<file path="config.mk">
export PLATFORM = sky130hd
export DESIGN_NAME = xnet_fabric
export DESIGN_NICKNAME = d
export VERILOG_FILES = /design/src/rtl/xnet_pkg.sv /design/src/rtl/xnet_cfg_chain.sv /design/src/rtl/xnet_sat_adder.sv /design/src/rtl/xnet_fabric.sv
export SDC_FILE = /design/constraint.sdc
export NUM_CORES = 1
export LEC_CHECK = 0
export ABC_CLOCK_PERIOD_IN_PS = 12450
export BUFFER_PORTS_ARGS = -buffer_cell sky130_fd_sc_hd__buf_4
export CORE_ASPECT_RATIO = 0.5
export CORE_UTILIZATION = 30
export DETAILED_ROUTE_END_ITERATION = 10
export GPL_TIMING_DRIVEN = 0
export SLEW_MARGIN = 20
export SYNTH_ARGS = -nofsm -noshare
export SYNTH_HDL_FRONTEND = slang
export SYNTH_SLANG_ARGS = --single-unit
</file>
<file path="constraint.sdc">
create_clock -name clk -period 12.45 [get_ports clk]
set_input_delay 3.735 -clock clk [delete_from_list [all_inputs] [get_ports clk]]
set_output_delay 3.735 -clock clk [all_outputs]
set_load 0.01 [all_outputs]
</file>
<file path="src/rtl/xnet_pkg.sv">
// Shared constants and types for the diagonal cross-point fabric.
// Assumes levels are non-negative integers no larger than LVL_MAX.
package xnet_pkg;
    localparam int LVL_W     = 2;
    localparam int LVL_MAX   = 3;
    localparam int NCORNER   = 4;
    localparam int CFG_PER   = 2 * NCORNER;

    // Corner positions within a cell's enable nibble
    localparam int CORNER_NW = 0;
    localparam int CORNER_NE = 1;
    localparam int CORNER_SW = 2;
    localparam int CORNER_SE = 3;

    typedef logic [LVL_W-1:0] lvl_t;

    typedef struct packed {
        logic [NCORNER-1:0] rd;
        logic [NCORNER-1:0] drv;
    } cell_cfg_t;
endpackage

</file>
<file path="src/rtl/xnet_cfg_chain.sv">
// Serial configuration register: shifts din in at bit 0 while shift_en is high,
// holds otherwise. Assumes shift_en is synchronous to clk.
module xnet_cfg_chain #(
    parameter int WIDTH = 72
) (
    input  logic             clk,
    input  logic             rst_n,
    input  logic             shift_en,
    input  logic             din,
    output logic [WIDTH-1:0] q
);
    // Shift or hold the chain; clear on reset
    always_ff @(posedge clk) begin
        if (!rst_n)        q <= '0;
        else if (shift_en) q <= {q[WIDTH-2:0], din};
    end
endmodule

</file>
<file path="src/rtl/xnet_sat_adder.sv">
// Saturating multi-input level adder: sums the levels whose enable is set,
// clamps the result to LVL_MAX and flags any excess. Purely combinational.
// Assumes each input level is a valid 2-bit code.
module xnet_sat_adder
    import xnet_pkg::*;
#(
    parameter int NIN = 4
) (
    input  logic [NIN*LVL_W-1:0] lvl_in,
    input  logic [NIN-1:0]       en_in,
    output lvl_t                 lvl_out,
    output logic                 ovf_out
);
    localparam int SUM_W = $clog2(NIN * LVL_MAX + 1);

    logic [SUM_W-1:0] raw;

    // Accumulate the enabled levels
    always_comb begin
        raw = '0;
        for (int i = 0; i < NIN; i++) begin
            if (en_in[i]) raw = raw + SUM_W'(lvl_in[i*LVL_W +: LVL_W]);
        end
    end

    // Clamp and flag
    always_comb begin
        ovf_out = (raw > SUM_W'(LVL_MAX));
        lvl_out = ovf_out ? lvl_t'(LVL_MAX) : raw[LVL_W-1:0];
    end
endmodule

</file>
<file path="src/rtl/xnet_fabric.sv">
// Grid of ROWS x COLS cells joined at (ROWS+1) x (COLS+1) diagonal cross points.
// Each cross point sums the levels of the enabled drivers among its up to four
// neighbouring cells; each cell sums the levels of its read-enabled corners.
// Switch enables come from a serial chain and are treated as open while it loads.
// Outputs are registered, one cycle after the source levels.
module xnet_fabric
    import xnet_pkg::*;
#(
    parameter int ROWS = 3,
    parameter int COLS = 3,
    localparam int NCELL = ROWS * COLS,
    localparam int NXP   = (ROWS + 1) * (COLS + 1),
    localparam int CFG_W = NCELL * CFG_PER
) (
    input  logic                 clk,
    input  logic                 rst_n,
    input  logic                 cfg_en,
    input  logic                 cfg_din,
    input  logic [NCELL*LVL_W-1:0] src_lvl,
    output logic [NXP*LVL_W-1:0] xp_lvl,
    output logic [NXP-1:0]       xp_ovf,
    output logic [NCELL*LVL_W-1:0] rx_lvl,
    output logic [NCELL-1:0]     rx_ovf
);
    localparam int XCOLS = COLS + 1;

    logic [CFG_W-1:0]         cfg_q;
    logic [NXP*LVL_W-1:0]     xp_lvl_c;
    logic [NXP-1:0]           xp_ovf_c;
    logic [NCELL*LVL_W-1:0]   rx_lvl_c;
    logic [NCELL-1:0]         rx_ovf_c;

    xnet_cfg_chain #(.WIDTH(CFG_W)) u_chain (
        .clk      (clk),
        .rst_n    (rst_n),
        .shift_en (cfg_en),
        .din      (cfg_din),
        .q        (cfg_q)
    );

    // Cross points: slot k picks neighbour cell (i-1+k/2, j-1+k%2) through its
    // corner 3-k (SE, SW, NE, NW of that cell respectively).
    for (genvar i = 0; i <= ROWS; i++) begin : g_xrow
        for (genvar j = 0; j <= COLS; j++) begin : g_xcol
            logic [NCORNER*LVL_W-1:0] slot_lvl;
            logic [NCORNER-1:0]       slot_en;
            for (genvar k = 0; k < NCORNER; k++) begin : g_slot
                localparam int RR = i - 1 + (k / 2);
                localparam int CC = j - 1 + (k % 2);
                if (RR >= 0 && RR < ROWS && CC >= 0 && CC < COLS) begin : g_in
                    localparam int CELL = RR * COLS + CC;
                    assign slot_lvl[k*LVL_W +: LVL_W] = src_lvl[CELL*LVL_W +: LVL_W];
                    assign slot_en[k] = cfg_q[CELL*CFG_PER + (NCORNER - 1 - k)] & ~cfg_en;
                end else begin : g_edge
                    assign slot_lvl[k*LVL_W +: LVL_W] = '0;
                    assign slot_en[k] = 1'b0;
                end
            end
            xnet_sat_adder #(.NIN(NCORNER)) u_xp (
                .lvl_in  (slot_lvl),
                .en_in   (slot_en),
                .lvl_out (xp_lvl_c[(i*XCOLS+j)*LVL_W +: LVL_W]),
                .ovf_out (xp_ovf_c[i*XCOLS+j])
            );
        end
    end

    // Cell read stage: adds the levels of read-enabled corners
    for (genvar r = 0; r < ROWS; r++) begin : g_crow
        for (genvar c = 0; c < COLS; c++) begin : g_ccol
            localparam int CELL = r * COLS + c;
            localparam int PNW  = r * XCOLS + c;
            logic [NCORNER*LVL_W-1:0] crn_lvl;
            logic [NCORNER-1:0]       crn_en;
            assign crn_lvl[CORNER_NW*LVL_W +: LVL_W] = xp_lvl_c[PNW*LVL_W +: LVL_W];
            assign crn_lvl[CORNER_NE*LVL_W +: LVL_W] = xp_lvl_c[(PNW+1)*LVL_W +: LVL_W];
            assign crn_lvl[CORNER_SW*LVL_W +: LVL_W] = xp_lvl_c[(PNW+XCOLS)*LVL_W +: LVL_W];
            assign crn_lvl[CORNER_SE*LVL_W +: LVL_W] = xp_lvl_c[(PNW+XCOLS+1)*LVL_W +: LVL_W];
            assign crn_en = cfg_q[CELL*CFG_PER + NCORNER +: NCORNER] & {NCORNER{~cfg_en}};
            xnet_sat_adder #(.NIN(NCORNER)) u_rx (
                .lvl_in  (crn_lvl),
                .en_in   (crn_en),
                .lvl_out (rx_lvl_c[CELL*LVL_W +: LVL_W]),
                .ovf_out (rx_ovf_c[CELL])
            );
        end
    end

    // Register all fabric outputs
    always_ff @(posedge clk) begin
        if (!rst_n) begin
            xp_lvl <= '0;
            xp_ovf <= '0;
            rx_lvl <= '0;
            rx_ovf <= '0;
        end else begin
            xp_lvl <= xp_lvl_c;
            xp_ovf <= xp_ovf_c;
            rx_lvl <= rx_lvl_c;
            rx_ovf <= rx_ovf_c;
        end
    end
endmodule

</file>
==> results.cfg <==
[clock_tree]
max-clock-path-buffers = 2
clkSinkCount = 143
tritoncts = built
cts_root_buffer = clkbuf_16
htreeDepth = 4
path_clk_slew_ps = 60
clk_latency_ps = 440
holdBufCountCts = 0
cts-buffers-inserted = 17

[grt]
gr-total-overflow = 0
track_usage_pct = 19.4
grt_pass1_vias = 8354
grt_pass1_wl_mm = 47.4
grt_max_degree = 20
antenna_found_initial = 1

[setup_path]
worstSetupStartpointType = input pin
worstPathRequired_ps = 12770
reg2reg_from = u_chain.q[3]
cp-end-kind = flip-flop
slowest_delay_ps = 500
r2r_cells = 32
worstPathMaxFanout = 28
regToRegEndpoint = rx_lvl[9]
crit_type = input pin to flip-flop
worstPathArrival_ps = 12290
reg2reg_slack_ps = 4800
path_common_cell = fa_1
slowest_stage = fa_1

[logic_synthesis]
synth_edf_count = 0
ys_ff_latch = 143
mappedNetlistArea_um2 = 9400
synth.top_cell.area_share_pct = 30.4
ys_warn_count = 0
syn_inst = 1075
synth.avg_cell_area_um2 = 8.75
synth_async_sr_flop_share_pct = 0
synth-main-ff-cell = dfxtp_1
netlist_top_cells_area = dfxtp_1 30%, fa_1 10%, ha_1 9.2%
yosysTopAreaCell = dfxtp_1
yosysUniqueCellTypes = 70
yosysSeqAreaShare_pct = 30.4

[die]
die_h_um = 127
core-area_um2 = 30600
initial_utilization_pct = 30.8
dieArea_um2 = 32100
pin_count = 97
row_count = 45
dieWidth_um = 252

[power]
p_total_mw = 1.08
power_density_nw_per_um2 = 95.0
p_leak_nw = 4.77
ir_drop_mv = 0.0751

[drt]
ant_nets = 0
detail_route.iter0.violations = 541
finalWirelength_mm = 30.3
wl_met3_mm = 1.71
via_per_inst = 5.14
highest_layer = met4
wl_met1_mm = 13.6
drc = 0
dr.pass1.iters = 5
wire_per_inst_um = 18.6
met2_length_mm = 14.1
vias = 8361

[final_layout]
final_cell_mix = 143 x dfxtp_1, 112 x nor2_1, 106 x a21oi_1, 100 x buf_4, 97 x nand2_1
final_util_pct = 37.1
area_delta_synth_final_pct = 20.6
layout.nets = 1329
drive_gt1_share_pct = 15.4
final_common_cell = dfxtp_1
layout.cells.non_filler = 1628

[timing]
final_hold_viol_count = 0
fmax_ghz = 0.0835
maxSlewHeadroom_pct = 23.6
finalCritPeriodShare_pct = 96.1
finalSetupTns_ps = 0
clock_skew_ps = 12.2
layout_min_cycle_time_ps = 11970
rsz0062_at_grt = no
whs_ps = 467
slew_violations = 0
max_slew.worst_pin.slew_ps = 1150
setup_viol = 0

[place]
placedCellCount = 1592
port_buffers = 91
dp_hpwl_mm = 22.7
gp_congestion = 0.888

[worst_hold_path]
hold_depth = 2
hp-class = flip-flop to flip-flop
min_to = u_chain.q[45]
hold_path_startpoint = u_chain.q[44]

[run]
cap_violations = 0

[status]
status = finished, final reports clean
==> metal layers <==
metal  track usage [%]  vias to the layer above
li1                  -                     3957
met1              25.2                     4114
met2              32.0                      238
met3              3.38                       52
met4              8.09                        0
met5                 0                        -
==> cell families after synthesis <==
group                      after synthesis  share of synthesized area (%)
AOI/OAI and AO/OA                      219                           15.2
xor gates and xnor gates                23                           2.14
adders and majority gates              116                           19.2
buffers and inverters                  111                           4.68
DFF                                    143                           30.4
muxes                                   62                           6.81
other                                    1                         0.0399
and+or+nand+nor                        400                           21.5
==> through the flow <==
step	instance area [um2]	setup WS, ps
5_1_grt	11300	11.3
3_5_place_dp	10600	-2570
3_3_place_gp	10600	-2550
6_report	11300	480
2_1_floorplan	9410	665
4_1_cts	11300	28.3
==> sequential cells by signal, summed over array words and instances (netlist names) <==
name	flops
xp_lvl	32
rx_ovf	9
rx_lvl	18
xp_ovf	12
u_chain.q	72
==> Yosys cell counts, drive strengths merged (6+ instances only) <==
library cell	count
nand2	98
nor2	112
nand2b	18
xnor2	18
mux2i	46
a21oi	107
dfxtp	143
nor3	15
and2	33
o21ai	26
mux2	16
a211oi	17
nand3	13
buf	18
or3	6
clkbuf	27
ha	69
inv	66
and3	41
nand3b	15
nor2b	26
fa	47
a21o	6
==> report_power, final <==
part | switching, mW | leakage (nW) | internal [mW] | total [mW]
registers | 0.000396 | 1.15 | 0.458 | 0.458
clock network | 0.208 | 0.304 | 0.345 | 0.553
logic | 0.0488 | 3.32 | 0.0169 | 0.0657
==> layout make-up <==
| class | instances | area [um2] |
|---|---|---|
| Multi-Input combinational cell | 824 | 6150 |
| Timing Repair Buffer | 96 | 721 |
| Antenna cell | 1 | 2.50 |
| Clock inverter | 10 | 160 |
| Inverter | 66 | 251 |
| Tap cell | 423 | 529 |
| Buffer | 43 | 200 |
| Sequential cell | 143 | 2860 |
| Fill cell | 3110 | 19200 |
| Clock buffer | 22 | 464 |
==> worst max path at each step <==
stage / startpoint / end / slack [ps] / cells after the start
2_1_floorplan: cfg_en / rx_lvl[9] / 670 / 38
3_3_place_gp: cfg_en / rx_lvl[9] / -2550 / 38
3_5_place_dp: cfg_en / rx_lvl[9] / -2570 / 38
4_1_cts: cfg_en / rx_lvl[9] / 30 / 38
5_1_grt: cfg_en / rx_lvl[9] / 10 / 35
6_report: cfg_en / rx_lvl[9] / 480 / 37
==> repair_timing <==
item                                    4_1_cts  5_1_grt
pin swaps                                     1        0
setup buffers                                 1        4
hold endpoints to repair                      0        0
gates resized for setup                      12        9
endpoints found under the setup margin       24       11
==> worst max-delay path, delay by kind of cell <==
kind	cells	cell delay (ps)
compound gates	8	1550
mux	3	510
simple gates	8	1740
buf+inv	10	1780
fa+ha+maj	8	2970
No activity file was read; power rests on OpenSTA's default activity.
